<file path="src/rtl/adcport_pkg.sv">
package adcport_pkg;

  typedef enum logic [1:0] {
    ST_IDLE  = 2'd0,
    ST_CONV  = 2'd1,
    ST_READY = 2'd2
  } ctrlState_t;

  typedef enum logic [1:0] {
    SRC_TAP  = 2'd0,
    SRC_SDI  = 2'd1,
    SRC_ZERO = 2'd2
  } sdoSrc_t;

  // strobes from control to datapath
  typedef struct packed {
    logic    load;     // capture the word into the shifter
    logic    shift;    // advance one bit, taking serial-in at the bottom
    logic    tapLong;  // take the output from the start-bit position
    logic    drive;    // line enable
    sdoSrc_t src;      // output source select
  } dpStrobe_t;

endpackage

</file>
<file path="src/rtl/adcport_sync.sv">
module adcport_sync #(
  parameter int N      = 3,
  parameter int STAGES = 2
) (
  input  logic         clk,
  input  logic         rstN,
  input  logic [N-1:0] din,
  output logic [N-1:0] lvl,
  output logic [N-1:0] prv
);

  genvar gi;
  generate
    for (gi = 0; gi < N; gi++) begin : gBit
      logic [STAGES-1:0] pipe;
      always_ff @(posedge clk or negedge rstN) begin
        if (!rstN) begin
          pipe <= '0;
        end else begin
          pipe <= {pipe[STAGES-2:0], din[gi]};
        end
      end
      assign lvl[gi] = pipe[STAGES-1];
    end
  endgenerate

  always_ff @(posedge clk or negedge rstN) begin
    if (!rstN) prv <= '0;
    else       prv <= lvl;
  end

endmodule

</file>
<file path="src/rtl/adcport_ctrl.sv">
module adcport_ctrl
  import adcport_pkg::*;
#(
  parameter int WIDTH       = 16,
  parameter int CONV_CYCLES = 40
) (
  input  logic       clk,
  input  logic       rstN,
  input  logic       cnvLvl,
  input  logic       cnvPrv,
  input  logic       sdiLvl,
  input  logic       sdiPrv,
  input  logic       sckLvl,
  input  logic       sckPrv,
  output dpStrobe_t  strobe,
  output ctrlState_t stateOut,
  output logic       chainOut,
  output logic       selOut
);

  localparam int CNT_W = $clog2(WIDTH + 2);
  localparam int TMR_W = $clog2(CONV_CYCLES + 1);
  localparam logic [CNT_W-1:0] LAST_PLAIN = CNT_W'(WIDTH - 1);
  localparam logic [CNT_W-1:0] LAST_START = CNT_W'(WIDTH);
  localparam logic [TMR_W-1:0] TMR_LOAD   = TMR_W'(CONV_CYCLES - 1);

  ctrlState_t       state;
  logic             chainMode;
  logic             busyEn;
  logic             xferDone;
  logic             started;
  logic [TMR_W-1:0] timer;
  logic [CNT_W-1:0] fallCnt;

  logic cnvRise, sckFall, selNow, selDrop, shiftOk, timerEnd;
  logic [CNT_W-1:0] lastIdx;

  assign cnvRise  = cnvLvl & ~cnvPrv;
  assign sckFall  = ~sckLvl & sckPrv;
  assign selNow   = ~(cnvLvl & sdiLvl);
  assign selDrop  = (cnvLvl & sdiLvl) & ~(cnvPrv & sdiPrv);
  assign timerEnd = (state == ST_CONV) && (timer == '0);
  assign lastIdx  = busyEn ? LAST_START : LAST_PLAIN;
  assign shiftOk  = (state == ST_READY) && sckFall &&
                    (chainMode || (selNow && !xferDone));

  always_ff @(posedge clk or negedge rstN) begin
    if (!rstN) begin
      state     <= ST_IDLE;
      chainMode <= 1'b0;
      busyEn    <= 1'b0;
      xferDone  <= 1'b0;
      started   <= 1'b0;
      timer     <= '0;
      fallCnt   <= '0;
    end else if (cnvRise && state != ST_CONV) begin
      state     <= ST_CONV;
      chainMode <= ~sdiLvl;
      busyEn    <= sckLvl;
      timer     <= TMR_LOAD;
      xferDone  <= 1'b0;
      started   <= 1'b0;
      fallCnt   <= '0;
    end else begin
      case (state)
        ST_CONV: begin
          if (timerEnd) begin
            state <= ST_READY;
            if (!chainMode) busyEn <= selNow;
          end else begin
            timer <= timer - 1'b1;
          end
        end
        ST_READY: begin
          if (shiftOk) begin
            started <= 1'b1;
            if (fallCnt != '1) fallCnt <= fallCnt + 1'b1;
            if (!chainMode && fallCnt == lastIdx) xferDone <= 1'b1;
          end
          if (!chainMode && selDrop) xferDone <= 1'b1;
        end
        default: ;
      endcase
    end
  end

  always_comb begin
    strobe         = '0;
    strobe.src     = SRC_ZERO;
    strobe.load    = timerEnd;
    strobe.shift   = shiftOk;
    strobe.tapLong = busyEn;
    case (state)
      ST_CONV: begin
        strobe.drive = chainMode;
        strobe.src   = SRC_ZERO;
      end
      ST_READY: begin
        if (chainMode) begin
          strobe.drive = 1'b1;
          strobe.src   = (busyEn && !started) ? SRC_SDI : SRC_TAP;
        end else begin
          strobe.drive = selNow && !xferDone;
          strobe.src   = SRC_TAP;
        end
      end
      default: ;
    endcase
  end

  assign stateOut = state;
  assign chainOut = chainMode;
  assign selOut   = selNow;

endmodule

</file>
<file path="src/rtl/adcport_data.sv">
module adcport_data
  import adcport_pkg::*;
#(
  parameter int WIDTH = 16
) (
  input  logic             clk,
  input  logic             rstN,
  input  logic [WIDTH-1:0] resultIn,
  input  logic             sdiLvl,
  input  dpStrobe_t        strobe,
  output logic             sdo
);

  localparam int REG_W = WIDTH + 1;

  logic [REG_W-1:0] shreg;
  logic             tap;

  always_ff @(posedge clk or negedge rstN) begin
    if (!rstN) begin
      shreg <= '0;
    end else if (strobe.load) begin
      shreg <= {1'b0, resultIn};
    end else if (strobe.shift) begin
      shreg <= {shreg[REG_W-2:0], sdiLvl};
    end
  end

  assign tap = strobe.tapLong ? shreg[REG_W-1] : shreg[REG_W-2];

  always_comb begin
    case (strobe.src)
      SRC_TAP: sdo = tap;
      SRC_SDI: sdo = sdiLvl;
      default: sdo = 1'b0;
    endcase
  end

endmodule

</file>
<file path="src/rtl/adcport_emu.sv">
module adcport_emu
  import adcport_pkg::*;
#(
  parameter int WIDTH       = 16,
  parameter int CONV_CYCLES = 40
) (
  input  logic             clk,
  input  logic             rstN,
  input  logic             cnvIn,
  input  logic             sdiIn,
  input  logic             sckIn,
  input  logic [WIDTH-1:0] resultIn,
  output logic             sdoOut,
  output logic             sdoOe
);

  logic [2:0] pinLvl, pinPrv;
  dpStrobe_t  strobe;
  ctrlState_t ctrlState;
  logic       chainMode, selNow, dpSdo;

  adcport_sync #(.N(3), .STAGES(2)) uSync (
    .clk (clk),
    .rstN(rstN),
    .din ({sckIn, sdiIn, cnvIn}),
    .lvl (pinLvl),
    .prv (pinPrv)
  );

  adcport_ctrl #(.WIDTH(WIDTH), .CONV_CYCLES(CONV_CYCLES)) uCtrl (
    .clk     (clk),
    .rstN    (rstN),
    .cnvLvl  (pinLvl[0]),
    .cnvPrv  (pinPrv[0]),
    .sdiLvl  (pinLvl[1]),
    .sdiPrv  (pinPrv[1]),
    .sckLvl  (pinLvl[2]),
    .sckPrv  (pinPrv[2]),
    .strobe  (strobe),
    .stateOut(ctrlState),
    .chainOut(chainMode),
    .selOut  (selNow)
  );

  adcport_data #(.WIDTH(WIDTH)) uData (
    .clk     (clk),
    .rstN    (rstN),
    .resultIn(resultIn),
    .sdiLvl  (pinLvl[1]),
    .strobe  (strobe),
    .sdo     (dpSdo)
  );

  assign sdoOe  = strobe.drive;
  assign sdoOut = strobe.drive & dpSdo;

endmodule

</file>
<file path="config.mk">
export PLATFORM = sky130hd
export DESIGN_NAME = adcport_emu
export DESIGN_NICKNAME = d
export VERILOG_FILES = /design/src/rtl/adcport_pkg.sv /design/src/rtl/adcport_sync.sv /design/src/rtl/adcport_ctrl.sv /design/src/rtl/adcport_data.sv /design/src/rtl/adcport_emu.sv
export SDC_FILE = /design/constraint.sdc
export NUM_CORES = 1
export LEC_CHECK = 0
export ABC_CLOCK_PERIOD_IN_PS = 2200
export CORE_ASPECT_RATIO = 0.6
export CORE_MARGIN = 4
export CORE_UTILIZATION = 50
export DETAILED_ROUTE_END_ITERATION = 6
export DONT_BUFFER_PORTS = 1
export SYNTH_ARGS = -nofsm -noshare
export SYNTH_HDL_FRONTEND = slang
export SYNTH_SLANG_ARGS = --single-unit
</file>
<file path="constraint.sdc">
create_clock -name clk -period 2.2 [get_ports clk]
set_input_delay 0.22 -clock clk [delete_from_list [all_inputs] [get_ports clk]]
set_output_delay 0.22 -clock clk [all_outputs]
set_load 0.01 [all_outputs]
</file>
After elaboration in Yosys (flattened, before gate mapping)

Cells that the tools add are included.

Input port bits: 21
Output and inout port bits: 2
Register bits: 43
Word-level logic and storage cells: 91

Bitwise gates (word level): 11
Reductions and logical operators: 28
Muxes and demuxes: 30
Equality and inequality tests: 8
$add $sub $neg: 2

Operator list:

| kind                                                                  | number |
|---|---|
| 17-bit 2-to-1 mux                                                     | 2 |
| 5-bit 2-to-1 mux                                                      | 5 |
| 6-bit 2-to-1 mux                                                      | 3 |
| 1-bit 2-to-1 mux                                                      | 14 |
| 2-bit nonzero test                                                    | 6 |
| 3-bit AND reduction                                                   | 3 |
| 1-bit logical AND                                                     | 8 |
| 1-bit bitwise AND                                                     | 6 |
| 6-bit logical NOT                                                     | 1 |
| 2-bit 2-to-1 mux                                                      | 3 |
| 3-bit case mux with 2 select lines                                    | 1 |
| 2-bit AND reduction                                                   | 3 |
| 3-bit nonzero test                                                    | 2 |
| 6-bit by 1-bit subtractor with 6-bit output, second input constant    | 1 |
| 5-bit by 1-bit adder with 5-bit output, second input constant         | 1 |
| 5-bit equality test                                                   | 1 |
| 5-bit inequality test, second input constant                          | 1 |
| 1-bit inverter                                                        | 5 |
| 2-bit by 1-bit equality test with 1-bit output, second input constant | 2 |
| 2-bit inequality test, second input constant                          | 2 |
| 1-bit logical NOT                                                     | 3 |
| 3-bit 2-to-1 mux                                                      | 1 |
| 2-bit equality test, second input constant                            | 1 |
| 2-bit logical NOT                                                     | 1 |
| other kinds (3)                                                       | 3 |

Longest topological paths before layout

Gate-level depths: netlist of run 1.

Word-level depth: 9
Mapped depth: 7

Cells and area by module

Synthesis of run 1 repeated with hierarchy kept, for this count alone.

Cells, all modules: 199
Area, all modules: 2115.8 µm²

Modules (own cells, without submodules):

| module       | cells each | instances | area an instance (µm²) |
|---|---|---|---|
| adcport_ctrl | 110        | 1         | 1051.0 |
| adcport_data | 76         | 1         | 810.8 |
| adcport_sync | 12         | 1         | 247.7 |
| adcport_emu  | 1          | 1         | 6.3 |

Worst setup path after synthesis of run 1

No wires, ideal clock.

Kind: reg-to-reg
From: register uCtrl.fallCnt[0]
To: register uCtrl.fallCnt[0]
Buffers on the path: 0
Arrival: 1667 ps
Cell stages (with the launch flop): 8
Slack: 461 ps
Library setup time: 72 ps
Path through: dfrtp_1 > ha_1 > and3_1 > ha_1 > and4bb_2 > o21ai_0 > xor2_1 > nor2_1

Longest elaborated chain between the ends: 5
Elaborated cells on any way between the ends: 8
Those cells by class: add/sub: 1; eq/ne: 1; mux: 4; reduce/logical: 2

RTL lines:

| element                                | RTL line           | RTL |
|---|---|---|
| start: declaration                     | adcport_ctrl.sv:33 | `logic [CNT_W-1:0] fallCnt;` |
| start signal: assignment               | adcport_ctrl.sv:77 | `if (fallCnt != '1) fallCnt <= fallCnt + 1'b1;` |
| 5-bit by 1-bit adder with 5-bit output | adcport_ctrl.sv:77 |  |
| 5-bit 2-to-1 mux                       | adcport_ctrl.sv:77 |  |
| 5-bit 2-to-1 mux                       | adcport_ctrl.sv:75 | `if (shiftOk) begin` |
| 5-bit 2-to-1 mux                       | adcport_ctrl.sv:65 | `case (state)` |
| 5-bit 2-to-1 mux                       | adcport_ctrl.sv:56 | `end else if (cnvRise && state != ST_CONV) begin` |

Several ways; a longest one is shown, not always the timed one. The select of a mux whose other input is x is not followed.
A chain may end at the register's enable or synchronous reset.

Worst setup path after layout of run 1

From: register uCtrl.state[0] (netlist: uCtrl.stateOut[0])
To: output port sdoOut

Longest elaborated chain between the ends: 5
Elaborated cells on any way between the ends: 7
Those cells by class: eq/ne: 3; mux: 2; bitwise: 1; reduce/logical: 1

RTL lines:

| element                                                                                      | RTL line           | RTL |
|---|---|---|
| start: declaration                                                                           | adcport_ctrl.sv:27 | `ctrlState_t state;` |
| start signal: assignment                                                                     | adcport_ctrl.sv:49 | `state <= ST_IDLE;` |
| start signal: assignment                                                                     | adcport_ctrl.sv:57 | `state <= ST_CONV;` |
| start signal: assignment                                                                     | adcport_ctrl.sv:68 | `state <= ST_READY;` |
| 2-bit equality test / 2-bit by 1-bit equality test with 1-bit output (equally long branches) | adcport_ctrl.sv:93 | `case (state)` |
| 3-bit case mux with 2 select lines *                                                         | adcport_ctrl.sv:93 |  |
| 2-bit by 1-bit equality test with 1-bit output / 2-bit logical NOT (equally long branches)   | adcport_data.sv:32 | `case (strobe.src)` |
| 1-bit case mux with 2 select lines                                                           | adcport_data.sv:32 |  |
| 1-bit bitwise AND *                                                                          | adcport_emu.sv:55  | `assign sdoOut = strobe.drive & dpSdo;` |
| end: declaration                                                                             | adcport_emu.sv:13  | `output logic sdoOut,` |

Mark *: on every way between the ends. The rest lies on a longest branch, timed or not.

==> results.cfg, run 1 <==
[outcome]
status = finished, final reports clean

[cts]
cts_tree = done
h-tree-depth = 2
cts.clk_slew.worst_paths_ns = 0.07
clockBufferDepth = 2
clock-sinks = 43
root_buffer = clkbuf_8
cts_buffers = 5
cts_setup_buffers = 0
clock_latency_ns = 0.29

[timing]
max_freq_mhz = 479.6
setup_viol = 0
relSlewSlack_pct = 64.10
setup_tns_ns = 0
fin_crit_sh_pct = 94.79
tightest_slew_ns = 0.5328
skew_ns = 0.002936
rsz0062_at_grt = no
drv_slew = 0
hold_viol_final = 0
period_needed_ns = 2.085

[yosys]
netlist.area_leader.share_pct = 53.45
synthFlopType = dfrtp_1
synthCells = 190
ys_top_cells_by_count = dfrtp_1 (43), a21oi_1 (24), nor2_1 (23)
synthArstFlopShare_pct = 100.0
synth_edf_count = 0
ys_top_cells_by_area = dfrtp_1 (53%), mux2i_1 (9.9%), a21oi_1 (6.0%), nor2_1 (4.3%), ha_1 (3.1%)
synth-seq-area-share_pct = 53.45
synthDistinctLibCells = 35
ys_ff_latch = 43
synth.most_common_cell = dfrtp_1
yosysTopAreaCell = dfrtp_1
postSynthAreaPerCell_um2 = 10.60
synth.net_count = 216
syn_area_um2 = 2013
ys_warn_count = 0

[placed_design]
gp_congestion = 0.8419
port_buffers = 0
dpl-instance-area_um2 = 2048
dpl.hpwl_um = 2710
dp_cells = 233

[die]
dieArea_um2 = 5139
die_w_um = 89.92
die_y_um = 57.15
start_util_pct = 53.47
coreArea_um2 = 3765
rows = 17
io-pin-count = 23

[finish]
num_antenna_cells = 0
fin_nets = 224
drive_above_1_share_pct = 9.045
finalInstanceArea_um2 = 2195
layout.cells.non_filler = 246
finish.utilization_pct = 58.29
area_growth_pct = 9.012

[worst_setup_path]
worst_ep_arrival_time_ns = 1.87
cp-start-kind = flop
crit_fanout = 2
worst_setup_path_end_kind = primary output
worst-setup-path-type = flop to primary output
cp.required_ns = 1.98

[worst_hold_path]
worstHoldPathType = primary input to flop

[grt]
antenna_found_initial = 0
grt_start_max_net_pins = 44
grt_pass1_vias = 1384
grt_pass1_wl_um = 6541
grt_util_all_layers_pct = 16.40
global_route.overflow_total = 0

[routing]
wl_um = 3825
vias = 1416
dr.pass1.iters = 4
dr.first_iter.drc_count = 86
vias_per_cell = 5.756
postRouteAntennaNets = 0
remaining_drc_errors = 0
avgRoutedWirePerCell_um = 15.55

[power_and_ir_drop]
powerDensity_nw_per_um2 = 1083
irDropWorstVdd_uv = 481.6
p_leak_nw = 1.076
power.total_mw = 2.376

[job]
maxCapViolations = 0
## cell usage in the layout (no fill, tap or decap), types with 4 or more instances in the layout
| cell | instances |
|---|---|
| a21oi_1 | 24 |
| dlygate4sd3_1 | 4 |
| nand3_1 | 5 |
| nor2_1 | 23 |
| mux2i_1 | 20 |
| o21ai_0 | 11 |
| dfrtp_1 | 43 |
| ha_1 | 5 |
| nand2_1 | 9 |
| inv_1 | 9 |
| clkbuf_8 | 5 |
## worst max-delay path, cell delays in order, from the launching register on
cell and delay (ns):
dfrtp_1 0.36, inv_1 0.07, ha_1 0.31, or3_1 0.37, mux2i_1 0.14, a211oi_2 0.33
## through the flow
stage,hold WS [ns],setup WS [ns]
after floorplan,-0.07559,0.4607
after global placement,-0.07463,0.3772
after detailed placement,-0.07492,0.2635
after CTS,0.06936,0.09209
after global routing,0.07415,0.02037
final,0.08241,0.1147
## worst paths after layout
| kind | slack (ns) | from | end | cells past startpoint |
|---|---|---|---|---|
| setup reg to reg | 0.22 | uCtrl.fallCnt[0]$_DFFE_PN0P_ | uCtrl.fallCnt[0]$_DFFE_PN0P_ | 7 |
| hold / removal | 0.08 | resultIn[2] | uData.shreg[2]$_DFFE_PN0P_ | 2 |
| min in group asynchronous | 0.38 | rstN | uSync.gBit[0].pipe[1]$_DFF_PN0_ | 2 |
| hold reg to reg | 0.35 | uSync.gBit[2].pipe[0]$_DFF_PN0_ | uSync.gBit[2].pipe[1]$_DFF_PN0_ | 0 |
| setup / recovery | 0.11 | uCtrl.stateOut[0]$_DFFE_PN0P_ | sdoOut | 5 |
| max in group asynchronous | 1.60 | rstN | uCtrl.timer[3]$_DFFE_PN0P_ | 2 |
## where the power goes
group | internal (mW) | switching, mW | total, mW
Combinational | 0.312 | 0.327 | 0.640
Clock | 0.223 | 0.248 | 0.471
Sequential | 1.05 | 0.211 | 1.27
## flip-flops by register name, summed over array words and instances, names as in the netlist
signal,cells
uCtrl.stateOut,2
uSync.gBit.pipe,6
uCtrl.xferDone,1
uData.shreg,17
uCtrl.fallCnt,5
uCtrl.timer,6
uCtrl.started,1
uCtrl.busyEn,1
uSync.prv,3
uCtrl.chainOut,1
## layout make-up
type | count | area, um^2
Tap cell | 47 | 58.81
Fill cell | 342 | 1570
Multi-Input combinational cell | 132 | 857.1
Sequential cell | 43 | 1076
Inverter | 9 | 33.78
Clock buffer | 7 | 76.32
Timing Repair Buffer | 7 | 87.58
Clock inverter | 1 | 5.005
## timing repair
action | CTS | global route
hold endpoints to repair | 46 | 0
hold buffers | 5 | 0
setup endpoints to repair | 1 | 0
gates resized for setup | 1 | 0
## metal layers
metal	share of wire, %	global-route usage [%]	up-vias	wire (um)
met4	1.8	10.46	0	70
met2	43	23.61	40	1627
li1	-	-	681	-
met3	6.7	5.138	8	257
met1	49	21.70	687	1868
met5	0	0	-	0
## cells by family (layout without fill, tap and decap cells)
group	Yosys count	in the layout	synth area share [%]
adders and majority gates	5	5	3.108
xor gates and xnor gates	3	3	1.305
DFF	43	43	53.45
muxes	21	21	10.50
and+or+nand+nor	56	56	13.49
AOI/OAI and AO/OA	47	47	13.92
buffers and inverters	15	24	4.226
Note: power is estimated with default switching activity, not from simulation.
==> run 2, diff against run 1 <==
Settings changed: CORE_UTILIZATION 50 to 45.
==> results.cfg, run 2 (synthesis gave the netlist of run 1 again) <==
[power_and_ir_drop]
powerDensity_nw_per_um2 = 1133
power.total_mw = 2.530
irDropWorstVdd_uv = 501.4
p_leak_nw = 1.086

[grt]
grt_pass1_vias = 1269
grt_pass1_wl_um = 6023
grt_start_max_net_pins = 44
antenna_found_initial = 0
grt_util_all_layers_pct = 14.22
global_route.overflow_total = 0

[die]
rows = 18
die_w_um = 94.35
io-pin-count = 23
die_y_um = 59.81
dieArea_um2 = 5643
coreArea_um2 = 4212
start_util_pct = 47.80

[timing]
setup_tns_ns = 0
setup_viol = 0
hold_viol_final = 0
fin_crit_sh_pct = 94.28
drv_slew = 0
relSlewSlack_pct = 66.96
hold_ws_ns = 0.07769
max_freq_mhz = 482.1
period_needed_ns = 2.074
layout_setup_ws_ns = 0.1257
skew_ns = 0.006525
tightest_slew_ns = 0.4905
rsz0062_at_grt = no

[routing]
postRouteAntennaNets = 0
avgRoutedWirePerCell_um = 14.24
remaining_drc_errors = 0
vias = 1415
vias_per_cell = 5.463
wl_um = 3688
dr.first_iter.drc_count = 64
dr.pass1.iters = 4

[worst_hold_path]
min_path_cells = 2
worstHoldPathType = primary input to flop

[finish]
area_growth_pct = 10.94
fin_nets = 224
reg_top3 = uData.shreg (17), uCtrl.timer (6), uSync.gBit.pipe (6)
num_antenna_cells = 0
finish.utilization_pct = 53.03
layout_common_cells = dfrtp_1 (43), a21oi_1 (24), nor2_1 (23)
top_register = uData.shreg
layout_commonest_cell = dfrtp_1
largest_reg_flops = 17
drive_above_1_share_pct = 10.05

[cts]
cts_tree = done
cts.clk_slew.worst_paths_ns = 0.08
root_buffer = clkbuf_8
clockBufferDepth = 2
clock-sinks = 43
clock_latency_ns = 0.30
cts_setup_buffers = 0
h-tree-depth = 2
cts_buffers = 5

[job]
maxCapViolations = 0

[worst_setup_path]
worst_ep_arrival_time_ns = 1.85
crit_fanout = 2
cp-start-kind = flop
r2r_cells = 7
worst_setup_path_end_kind = primary output
worst-setup-path-type = flop to primary output
cp.required_ns = 1.98

[outcome]
status = finished, final reports clean

[placed_design]
pre_cts_slack_ns = 0.2970
dpl.hpwl_um = 2555
gp_congestion = 0.8300
port_buffers = 0
-- run 2: cell count changes in the layout (fill, tap and decap cells not counted) --
cell and delta:
bufinv_16 +1, buf_12 -1, clkinv_2 -1, inv_6 +1, clkbuf_1 -2, buf_4 +1, clkinv_4 +1
-- run 2: worst paths after layout --
| check | start | end | slack, ns |
|---|---|---|---|
| max | uCtrl.stateOut[0]$_DFFE_PN0P_ | sdoOut | 0.13 |
| min | resultIn[11] | uData.shreg[11]$_DFFE_PN0P_ | 0.08 |
| max reg2reg | uCtrl.fallCnt[0]$_DFFE_PN0P_ | uCtrl.fallCnt[0]$_DFFE_PN0P_ | 0.26 |
| min reg2reg | uSync.gBit[2].pipe[0]$_DFF_PN0_ | uSync.gBit[2].pipe[1]$_DFF_PN0_ | 0.35 |
| max in group asynchronous | rstN | uData.shreg[3]$_DFFE_PN0P_ | 1.61 |
| min in group asynchronous | rstN | uSync.gBit[2].pipe[0]$_DFF_PN0_ | 0.37 |
-- run 2: where the power goes --
part | total (mW) | internal [mW] | switching, mW | leakage, nW
registers | 1.27 | 1.05 | 0.212 | 0.516
clock network | 0.630 | 0.344 | 0.285 | 0.0587
logic | 0.635 | 0.309 | 0.326 | 0.511
total | 2.53 | 1.71 | 0.823 | 1.09
-- run 2: metal layers --
layer	wire length [um]	share of wire, %	global-route usage, %	vias up
met5	0	0	0	-
met4	51	1.4	5.556	0
met3	168	4.6	4.277	6
met2	1527	41	19.96	28
met1	1941	53	20.61	694
li1	-	-	-	687
-- run 2: worst max-delay path, stage by stage, from the launching register on --
cell and delay, ns:
dfrtp_1 0.35, inv_1 0.05, ha_1 0.30, or3_1 0.37
mux2i_1 0.15, a211oi_2 0.34
-- run 2: metrics by stage --
step                area [um^2]  std cells
floorplan                  2013        190
global placement           2052        246
detailed placement         2052        246
CTS                        2233        259
global route               2233        259
finish                     2233        259
-- run 2: layout make-up --
cell class              count  area [um^2]
clock inverters             3        47.55
fillers                   369         1978
repair buffers              7        75.07
well taps                  60        75.07
inverters                   9        33.78
multi-input cells         132        857.1
flip-flops and latches     43         1076
clock buffers               5        68.82
-- run 2: repair_timing --
| action | 4_1_cts | 5_1_grt |
|---|---|---|
| endpoints found under the hold margin | 46 | 0 |
| setup endpoints to repair | 1 | 0 |
| gates resized for setup | 1 | 0 |
| hold buffers | 5 | 0 |
==> run 3, diff against run 2 <==
Settings changed: SYNTH_HIERARCHICAL set to 1.
==> results.cfg, run 3 <==
[routing]
avgRoutedWirePerCell_um = 15.52
postRouteAntennaNets = 0
dr.pass1.iters = 7
dr.first_iter.drc_count = 92
vias_per_cell = 5.422
wl_um = 4082
vias = 1426
remaining_drc_errors = 2

[finish]
top_register = uData/shreg
drive_above_1_share_pct = 7.882
finalInstanceArea_um2 = 2280
num_antenna_cells = 0
area_growth_pct = 7.747
reg_top3 = uData/shreg (17), uCtrl/timer (6), uSync/gBit.pipe (6)
layout_common_cells = dfrtp_1 (43), nand2_1 (29), mux2i_1 (25)
layout_commonest_cell = dfrtp_1
largest_reg_flops = 17
finish.utilization_pct = 52.72
fin_nets = 230

[cts]
cts_buffers = 5
root_buffer = clkbuf_8
clockBufferDepth = 2
cts_setup_buffers = 0
h-tree-depth = 2
cts_tree = done
clock-sinks = 43
clock_latency_ns = 0.29
cts.clk_slew.worst_paths_ns = 0.07

[die]
io-pin-count = 23
coreArea_um2 = 4324
rows = 18
start_util_pct = 48.93
dieArea_um2 = 5899
die_w_um = 96.52
die_y_um = 61.12

[timing]
hold_viol_final = 0
max_freq_mhz = 489.8
fin_crit_sh_pct = 92.80
relSlewSlack_pct = 59.58
layout_setup_ws_ns = 0.1584
drv_slew = 0
hold_ws_ns = 0.04462
setup_viol = 0
skew_ns = 0.003412
period_needed_ns = 2.042
setup_tns_ns = 0
tightest_slew_ns = 0.6063
rsz0062_at_grt = no

[grt]
grt_util_met2_pct = 22.55
grt_pass1_wl_um = 6617
globalRouteMet3Util_pct = 4.640
grtUsageMet1_pct = 20.70
grt_util_all_layers_pct = 15.19
grt_start_max_net_pins = 44
grt_most_used_layer = met2
global_route.overflow_total = 0
grt_pass1_vias = 1416
antenna_found_initial = 0

[yosys]
synth_edf_count = 0
ys_top_cells_by_area = dfrtp_1 (51%), mux2i_1 (12%), nand2_1 (5.1%), ha_1 (4.1%), o21ai_0 (2.4%)
ys_top_cells_by_count = dfrtp_1 (43), nand2_1 (29), mux2i_1 (25)
synthArstFlopShare_pct = 100.0
ys_warn_count = 6
synthCells = 199
synthFlopType = dfrtp_1
synth-seq-area-share_pct = 50.86
synthDistinctLibCells = 39
netlist.area_leader.share_pct = 50.86
postSynthAreaPerCell_um2 = 10.63
syn_area_um2 = 2116
synth.net_count = 227
yosysTopAreaCell = dfrtp_1
synth.most_common_cell = dfrtp_1
ys_ff_latch = 43

[job]
maxCapViolations = 0

[outcome]
status = complete, but fails checks
violations = DRC

[placed_design]
port_buffers = 0
dpl.hpwl_um = 2870
gp_congestion = 0.8057
dpl-instance-area_um2 = 2128
pre_cts_slack_ns = 0.3197

[power_and_ir_drop]
irDropWorstVdd_uv = 496.4
powerDensity_nw_per_um2 = 1104
p_leak_nw = 0.9256

[worst_setup_path]
crit_fanout = 3
reg2reg_setup_slack_ns = 0.28
worst_r2r_startpoint = uCtrl/fallCnt[0]$_DFFE_PN0P_
r2r_cells = 6
cp.required_ns = 1.98
worst_setup_path_end_kind = primary output
worst_ep_arrival_time_ns = 1.82
cp-start-kind = flop
reg2reg_to = uCtrl/fallCnt[1]$_DFFE_PN0P_
worst-setup-path-type = flop to primary output

[worst_hold_path]
holdPathEnd = uData/shreg[15]$_DFFE_PN0P_
min_path_cells = 2
worstHoldStart = resultIn[15]
worstHoldPathType = primary input to flop
[run 3: repair_timing]
item,in CTS,in global routing
setup endpoints to repair,0,1
hold endpoints to repair,46,0
hold buffers,5,0
resized for setup,0,1
[run 3: critical path, stage by stage (launching register included)]
cell and delay, ns:
dfrtp_1 0.36, inv_1 0.08, ha_1 0.33, nor4_2 0.30, inv_1 0.06, a211oi_1 0.18, and2_1 0.21
[run 3: power by group]
part / internal [mW] / switching [mW] / total [mW]
logic: 0.345 / 0.424 / 0.769
registers: 1.05 / 0.218 / 1.27
clock network: 0.222 / 0.253 / 0.475
total: 1.62 / 0.896 / 2.52
[run 3: worst max path at each step]
stage / from / to / slack [ns]
global placement: uCtrl/fallCnt[0]$_DFFE_PN0P_ / uCtrl/fallCnt[1]$_DFFE_PN0P_ / 0.38
global route: uCtrl/stateOut[0]$_DFFE_PN0P_ / sdoOut / 0.01
finish: uCtrl/stateOut[0]$_DFFE_PN0P_ / sdoOut / 0.16
floorplan: uCtrl/fallCnt[0]$_DFFE_PN0P_ / uCtrl/fallCnt[0]$_DFFE_PN0P_ / 0.48
detailed placement: uCtrl/fallCnt[0]$_DFFE_PN0P_ / uCtrl/fallCnt[1]$_DFFE_PN0P_ / 0.32
CTS: uCtrl/stateOut[0]$_DFFE_PN0P_ / sdoOut / 0.09
[run 3: kinds of logic (layout without fill, tap and decap cells)]
family	count (synthesis)	after routing	synth area share (%)
simple gates	62	62	15.61
flops	43	43	50.86
compound gates	39	39	11.12
mux	25	25	11.83
buf+inv	23	27	6.446
fa+ha+maj	7	7	4.139
[run 3: per-stage QoR]
stage                     total power [mW]  cells
final                                2.516    263
after global routing                 2.702    263
after CTS                            2.529    263
after detailed placement             2.016    250
after global placement               1.961    250
after floorplan                      1.802    199
[run 3: per-layer routing]
metal | wire (um) | vias to the layer above | part of all wire [%]
met3 | 241 | 8 | 5.9
met2 | 1754 | 45 | 43
met1 | 2028 | 674 | 50
li1 | - | 699 | -
met4 | 57 | 0 | 1.4
met5 | 0 | - | 0
[run 3: final cells by class]
type / instances / area [um^2]
Inverter: 10 / 37.54
Tap cell: 60 / 75.07
Timing Repair Buffer: 9 / 90.09
Fill cell: 404 / 2044
Multi-Input combinational cell: 133 / 915.9
Clock buffer: 6 / 72.57
Clock inverter: 2 / 12.51
Sequential cell: 43 / 1076
